--- config.mk ---
export PLATFORM = sky130hd
export DESIGN_NAME = thermo_code_conv
export DESIGN_NICKNAME = d
export VERILOG_FILES = /design/src/rtl/tcc_pkg.sv /design/src/rtl/tcc_seq_div.sv /design/src/rtl/tcc_cal_store.sv /design/src/rtl/thermo_code_conv.sv
export SDC_FILE = /design/constraint.sdc
export NUM_CORES = 2
export LEC_CHECK = 0
export ABC_CLOCK_PERIOD_IN_PS = 12150
export BUFFER_PORTS_ARGS = -buffer_cell sky130_fd_sc_hd__buf_2
export CORE_ASPECT_RATIO = 0.6
export CORE_MARGIN = 8
export CORE_UTILIZATION = 55
export DETAILED_ROUTE_END_ITERATION = 8
export GPL_ROUTABILITY_DRIVEN = 1
export PLACE_DENSITY = 0.77
export SYNTH_ARGS = -nofsm -noshare
export SYNTH_HDL_FRONTEND = slang
export SYNTH_HIERARCHICAL = 1
export SYNTH_SLANG_ARGS = --single-unit
--- constraint.sdc ---
create_clock -name clk -period 12.15 [get_ports clk]
set_input_delay 0.6075 -clock clk [delete_from_list [all_inputs] [get_ports clk]]
set_output_delay 0.6075 -clock clk [all_outputs]
set_load 0.01 [all_outputs]
--- src/rtl/tcc_pkg.sv ---
package tcc_pkg;
  typedef enum logic [1:0] {
    ST_IDLE  = 2'd0,
    ST_CALW  = 2'd1,
    ST_FETCH = 2'd2,
    ST_DIV   = 2'd3
  } tcc_state_t;

  typedef enum logic [1:0] {
    OP_CAL = 2'd0,
    OP_FWD = 2'd1,
    OP_REV = 2'd2
  } tcc_op_t;
endpackage

--- src/rtl/tcc_seq_div.sv ---
module tcc_seq_div #(
  parameter int DW = 32
) (
  input  logic                 clk,
  input  logic                 rst,
  input  logic                 start,
  input  logic signed [DW-1:0] dividend,
  input  logic signed [DW-1:0] divisor,
  output logic                 done,
  output logic signed [DW-1:0] quotient
);
  localparam int CW = $clog2(DW + 1);

  logic [DW-1:0] quo_q, dvs_q, rem_q;
  logic          neg_q, run_q;
  logic [CW-1:0] cnt_q;
  logic [DW-1:0] a_abs, b_abs;
  logic [DW:0]   part;
  logic [DW+1:0] trial;
  logic          fits;

  assign a_abs = dividend[DW-1] ? DW'(-dividend) : DW'(dividend);
  assign b_abs = divisor[DW-1]  ? DW'(-divisor)  : DW'(divisor);
  assign part  = {rem_q, quo_q[DW-1]};
  assign trial = {1'b0, part} - {2'b00, dvs_q};
  assign fits  = ~trial[DW+1];

  always_ff @(posedge clk) begin
    if (rst) begin
      quo_q <= '0;
      dvs_q <= '0;
      rem_q <= '0;
      neg_q <= 1'b0;
      run_q <= 1'b0;
      cnt_q <= '0;
      done  <= 1'b0;
    end else begin
      done <= 1'b0;
      if (start) begin
        quo_q <= a_abs;
        dvs_q <= b_abs;
        rem_q <= '0;
        neg_q <= dividend[DW-1] ^ divisor[DW-1];
        cnt_q <= CW'(DW);
        run_q <= 1'b1;
      end else if (run_q) begin
        if (fits) begin
          rem_q <= trial[DW-1:0];
          quo_q <= {quo_q[DW-2:0], 1'b1};
        end else begin
          rem_q <= part[DW-1:0];
          quo_q <= {quo_q[DW-2:0], 1'b0};
        end
        cnt_q <= cnt_q - 1'b1;
        if (cnt_q == CW'(1)) begin
          run_q <= 1'b0;
          done  <= 1'b1;
        end
      end
    end
  end

  assign quotient = neg_q ? -$signed(quo_q) : $signed(quo_q);
endmodule

--- src/rtl/tcc_cal_store.sv ---
module tcc_cal_store #(
  parameter int NS = 4,
  parameter int DW = 32,
  parameter int SW = 2
) (
  input  logic                 clk,
  input  logic                 rst,
  input  logic                 we,
  input  logic [SW-1:0]        waddr,
  input  logic signed [DW-1:0] wslope,
  input  logic signed [DW-1:0] woff,
  input  logic [SW-1:0]        raddr,
  output logic                 rvalid,
  output logic signed [DW-1:0] rslope,
  output logic signed [DW-1:0] roff
);
  logic [2*DW-1:0] mem [NS];
  logic [NS-1:0]   vld_q;
  logic [2*DW-1:0] rd_q;

  always_ff @(posedge clk) begin
    if (we) mem[waddr] <= {wslope, woff};
    rd_q <= mem[raddr];
  end

  always_ff @(posedge clk) begin
    if (rst) begin
      vld_q  <= '0;
      rvalid <= 1'b0;
    end else begin
      if (we) vld_q[waddr] <= 1'b1;
      rvalid <= vld_q[raddr] & ~(we && waddr == raddr);
    end
  end

  assign rslope = $signed(rd_q[2*DW-1:DW]);
  assign roff   = $signed(rd_q[DW-1:0]);
endmodule

--- src/rtl/thermo_code_conv.sv ---
module thermo_code_conv
  import tcc_pkg::*;
#(
  parameter int NS        = 4,
  parameter int CODE_W    = 10,
  parameter int DEG_W     = 10,
  parameter int DW        = 32,
  parameter int SCALE     = 1000,
  parameter int DEG_LO    = 30,
  parameter int DEG_HI    = 120,
  parameter int SLOPE_DEF = 3200,
  parameter int OFF_DEF   = 500000,
  parameter int CODE_MIN  = 0,
  parameter int CODE_MAX  = (1 << CODE_W) - 1,
  parameter int SW        = (NS > 1) ? $clog2(NS) : 1
) (
  input  logic                    clk,
  input  logic                    rst,
  input  logic                    cal_load,
  input  logic [1:0]              cal_mode,
  input  logic [SW-1:0]           cal_sel,
  input  logic [CODE_W-1:0]       cal_code1,
  input  logic [CODE_W-1:0]       cal_code2,
  input  logic                    conv_req,
  input  logic                    conv_dir,
  input  logic [SW-1:0]           conv_sel,
  input  logic [CODE_W-1:0]       conv_code,
  input  logic signed [DEG_W-1:0] conv_deg,
  output logic                    busy,
  output logic                    done,
  output logic signed [DW-1:0]    result
);
  localparam logic signed [DW-1:0] SCALE_S = DW'(SCALE);
  localparam logic signed [DW-1:0] SPAN_S  = DW'(DEG_HI - DEG_LO);
  localparam logic signed [DW-1:0] LO_S    = DW'(DEG_LO);
  localparam logic signed [DW-1:0] SLOPE_S = DW'(SLOPE_DEF);
  localparam logic signed [DW-1:0] OFF_S   = DW'(OFF_DEF);
  localparam logic signed [DW-1:0] MIN_S   = DW'(CODE_MIN);
  localparam logic signed [DW-1:0] MAX_S   = DW'(CODE_MAX);

  tcc_state_t st_q;
  tcc_op_t    op_q;
  logic [SW-1:0]        sel_q;
  logic [1:0]           mode_q;
  logic signed [DW-1:0] c1_q, code_q, deg_q;

  logic take_cal, take_cnv;
  logic signed [DW-1:0] c1_ext, c2_ext, code_ext, deg_ext;

  logic                 st_vld;
  logic signed [DW-1:0] st_slope, st_off;
  logic signed [DW-1:0] eff_slope, eff_off, half_slope;
  logic signed [DW-1:0] fwd_raw, fwd_num, rev_num;

  logic                 dv_start, dv_done;
  logic signed [DW-1:0] dv_num, dv_den, dv_q;

  logic signed [DW-1:0] cal_slope, cal_off, clamped;
  logic                 st_we;

  assign take_cal = (st_q == ST_IDLE) && cal_load;
  assign take_cnv = (st_q == ST_IDLE) && !cal_load && conv_req;

  assign c1_ext   = $signed({{(DW-CODE_W){1'b0}}, cal_code1});
  assign c2_ext   = $signed({{(DW-CODE_W){1'b0}}, cal_code2});
  assign code_ext = $signed({{(DW-CODE_W){1'b0}}, conv_code});
  assign deg_ext  = DW'(conv_deg);

  tcc_cal_store #(.NS(NS), .DW(DW), .SW(SW)) u_store (
    .clk    (clk),
    .rst    (rst),
    .we     (st_we),
    .waddr  (sel_q),
    .wslope (cal_slope),
    .woff   (cal_off),
    .raddr  ((st_q == ST_IDLE) ? conv_sel : sel_q),
    .rvalid (st_vld),
    .rslope (st_slope),
    .roff   (st_off)
  );

  assign eff_slope  = st_vld ? st_slope : SLOPE_S;
  assign eff_off    = st_vld ? st_off   : OFF_S;
  assign half_slope = (eff_slope + (eff_slope[DW-1] ? DW'(1) : DW'(0))) >>> 1;
  assign fwd_raw    = code_q * SCALE_S - eff_off;
  assign fwd_num    = (fwd_raw > 0) ? fwd_raw + half_slope : fwd_raw - half_slope;
  assign rev_num    = deg_q * eff_slope + eff_off;

  always_comb begin
    dv_start = 1'b0;
    dv_num   = '0;
    dv_den   = SPAN_S;
    if (st_q == ST_IDLE) begin
      dv_start = take_cal && cal_mode[1];
      dv_num   = (c2_ext - c1_ext) * SCALE_S;
    end else if (st_q == ST_FETCH) begin
      dv_start = 1'b1;
      if (op_q == OP_FWD) begin
        dv_num = fwd_num;
        dv_den = eff_slope;
      end else begin
        dv_num = rev_num;
        dv_den = SCALE_S;
      end
    end
  end

  tcc_seq_div #(.DW(DW)) u_div (
    .clk      (clk),
    .rst      (rst),
    .start    (dv_start),
    .dividend (dv_num),
    .divisor  (dv_den),
    .done     (dv_done),
    .quotient (dv_q)
  );

  assign cal_slope = (st_q == ST_CALW || dv_q == '0) ? SLOPE_S : dv_q;
  assign cal_off   = (mode_q == 2'd0) ? OFF_S : c1_q * SCALE_S - LO_S * cal_slope;
  assign st_we     = (st_q == ST_CALW) || (st_q == ST_DIV && op_q == OP_CAL && dv_done);
  assign clamped   = (dv_q < MIN_S) ? MIN_S : ((dv_q > MAX_S) ? MAX_S : dv_q);

  always_ff @(posedge clk) begin
    if (rst) begin
      st_q   <= ST_IDLE;
      op_q   <= OP_CAL;
      sel_q  <= '0;
      mode_q <= '0;
      c1_q   <= '0;
      code_q <= '0;
      deg_q  <= '0;
      done   <= 1'b0;
      result <= '0;
    end else begin
      done <= 1'b0;
      case (st_q)
        ST_IDLE: begin
          if (take_cal) begin
            op_q   <= OP_CAL;
            sel_q  <= cal_sel;
            mode_q <= cal_mode;
            c1_q   <= c1_ext;
            st_q   <= cal_mode[1] ? ST_DIV : ST_CALW;
          end else if (take_cnv) begin
            op_q   <= conv_dir ? OP_REV : OP_FWD;
            sel_q  <= conv_sel;
            code_q <= code_ext;
            deg_q  <= deg_ext;
            st_q   <= ST_FETCH;
          end
        end
        ST_CALW: begin
          done   <= 1'b1;
          result <= cal_slope;
          st_q   <= ST_IDLE;
        end
        ST_FETCH: st_q <= ST_DIV;
        ST_DIV: begin
          if (dv_done) begin
            done <= 1'b1;
            st_q <= ST_IDLE;
            case (op_q)
              OP_CAL:  result <= cal_slope;
              OP_FWD:  result <= dv_q;
              default: result <= clamped;
            endcase
          end
        end
        default: st_q <= ST_IDLE;
      endcase
    end
  end

  assign busy = (st_q != ST_IDLE);
endmodule

==> impl_metrics.json <==
{
  "outcome": "complete, no violations",
  "initial_core_util_pct": 55.4,
  "fp.dieArea_sq_um": 93800,
  "ys_types": 89,
  "slowest_stage": "or4_4",
  "fmax_mhz": 85.5,
  "setup_viol": 0,
  "place_hpwl_um": 109000,
  "synth-compound-area-share_pct": 13.0,
  "synth_top_area_share_pct": 16.7,
  "clk_pin_slew_worst_paths_ns": 0.07,
  "end_kind": "flop",
  "cts_tree": "done",
  "drive_gt1_share_pct": 7.34,
  "grt_pass1_vias": 35476,
  "grt_start_max_net_pins": 77,
  "synth_common_cells": "641 x inv_1, 516 x nand2_1, 384 x fa_1, 379 x ha_1, 291 x a21oi_1",
  "core_area_sq_um": 83300,
  "final_nets": 5720,
  "synth.area.top_cells": "fa_1 17%, edfxtp_1 17%, dfxtp_1 11%, ha_1 10%, inv_1 5.2%",
  "required_ns": 12.67,
  "tightest_slew_ns": 1.30,
  "yosys_warnings": 6,
  "antenna_found_initial": 5,
  "synthSimpleGateAreaFrac_pct": 14.7,
  "clock_latency_ns": 0.62,
  "crit_fanout": 8,
  "syn_to_final_growth_pct": 6.80,
  "synth_edf_count": 256,
  "slew_headroom_pct": 13.3,
  "syn_inst": 4933,
  "numCtsBuffers": 48,
  "fin_skew_ns": 0.0197,
  "power_density_nw_per_um2": 280,
  "io_buffers": 84,
  "placementRows": 82,
  "drtIter0Drc": 4594,
  "clockRootBuffer": "clkbuf_16",
  "boundaryPins": 85,
  "critPathLaunchType": "flop",
  "die_y_um": 240,
  "synth-xor-area-share_pct": 7.08,
  "critPathKind": "reg2reg",
  "finalCritPeriodShare_pct": 96.3,
  "clock_tree.htree_level_count": 2,
  "syn-cell-area_sq_um": 46200,
  "worstPathArrival_ns": 12.22,
  "pre_cts_slack_ns": 0.501,
  "clockBufferDepth": 3,
  "total_power_uw": 13800,
  "synth_ff_type": "edfxtp_1",
  "gr-total-overflow": 0,
  "hold_viol": 0,
  "ant_nets": 0,
  "gp_congestion": 1.03,
  "max_cap_viol_count": 0,
  "synth_top_family_by_area": "adder cells",
  "grtUsageTotal_pct": 29.0,
  "yosys.area_share.adder_pct": 26.9,
  "grt_pass1_wl_um": 212000,
  "ys_seq_elements": 501,
  "post-route-util_pct": 59.2,
  "ys_seq_area_share_pct": 27.3,
  "final.min_clock_period_ns": 11.70,
  "die_width_um": 390,
  "holdBufCountCts": 0,
  "hold_path_class": "in2reg",
  "vias_per_cell": 6.12,
  "synth_largest_area_cell": "fa_1",
  "vdd_ir_drop_max_mv": 0.459,
  "finalMaxSlewViolations": 0,
  "vias": 37198,
  "synth_mux_area_share_pct": 3.85,
  "fin_ws_ns": 0.452,
  "async_reset_ff_share_pct": 0,
  "p_leak_uw": 0.0210,
  "wire_per_inst_um": 22.8,
  "drc": 0,
  "dr.pass1.iters": 6,
  "synth_area_per_cell_sq_um": 9.36,
  "cts.sinks": 501,
  "routed_wirelength_um": 139000,
  "yosysMostFrequentCell": "inv_1",
  "max_stage_delay_ns": 0.61
}
## layout make-up
cell class | count | area, sq um
clock inverters | 26 | 282
clock buffers | 61 | 1280
diodes | 1 | 2.50
fillers | 7111 | 34000
multi-input cells | 3570 | 30400
inverters | 641 | 2410
well taps | 1134 | 1420
repair buffers | 144 | 890
flip-flops and latches | 501 | 12600
## through the flow
stage / std cells / hold WS, ns / setup TNS [ns] / area [sq um]
3_5_place_dp: 5985 / 0.442 / 0 / 47600
4_1_cts: 6072 / 0.211 / 0 / 49100
3_3_place_gp: 5985 / 0.435 / 0 / 47600
5_1_grt: 6077 / 0.230 / -0.00731 / 49300
2_1_floorplan: 4937 / 0.416 / 0 / 46200
6_report: 6078 / 0.234 / 0 / 49300
## worst paths after layout
path | start | endpoint | slack, ns | cells after the start
worst min-delay path | conv_deg[9] | deg_q[9] | 0.23 | 3
worst max register to register | code_q[0] | u_div/quo_q[26] | 0.45 | 49
worst min register to register | result[6] | result[6] | 0.45 | 2
worst max-delay path | code_q[0] | u_div/quo_q[26] | 0.45 | 49
## critical path: cells and delay by family (launching register included)
| family | cells | cell delay, ns |
|---|---|---|
| compound gates | 22 | 4.23 |
| xor+xnor | 5 | 0.76 |
| fa+ha+maj | 7 | 3.12 |
| buf+inv | 5 | 0.48 |
| flops | 1 | 0.40 |
| simple gates | 10 | 2.59 |
## sequential cells by signal, indices dropped and copies added, names as in the netlist, 4 cells and up
signal and count:
u_store/mem 256, u_div/cnt_q 6, u_store/vld_q 4, code_q 10, c1_q 10, u_div/quo_q 32
deg_q 10, u_store/rd_q 64, u_div/rem_q 32, u_div/dvs_q 32, result 32
## metal layers
metal  vias up  share of wire [%]  track usage, %
li1      16806                  -               -
met1     18210                 45            44.7
met2      1984                 39            39.4
met3       192                 14            9.56
met4         6                1.9            5.34
met5         -              0.030               0
## repair_timing
action                     4_1_cts  5_1_grt
setup buffers                    0        4
setup endpoints to repair        0       16
resized for setup                0       25
## placed cells by master, fill, tap and decap left out, drive strengths merged, types with 173 or more instances in the layout
master / n
nor2: 272
nand2: 516
inv: 644
ha: 379
fa: 384
o21ai: 173
dfxtp: 245
a21oi: 291
xnor2: 216
edfxtp: 256
## report_power, final
| part | leakage, uW | total [uW] | switching (uW) | internal (uW) |
|---|---|---|---|---|
| logic | 0.0158 | 9840 | 6260 | 3590 |
| clock network | 0.000754 | 1540 | 702 | 838 |
| registers | 0.00436 | 2410 | 240 | 2170 |
## cell families (layout without fill, tap and decap cells)
kind of cell / Yosys count / in the layout
multiplexers: 96 / 96
AO/OA/AOI/OAI: 933 / 934
flip-flops: 501 / 501
XOR/XNOR: 373 / 373
other: 1 / 6
AND/OR/NAND/NOR: 1399 / 1399
adder cells (fa/ha/maj): 763 / 763
buffers and inverters: 867 / 872
Power figures use the tool's default switching activity.
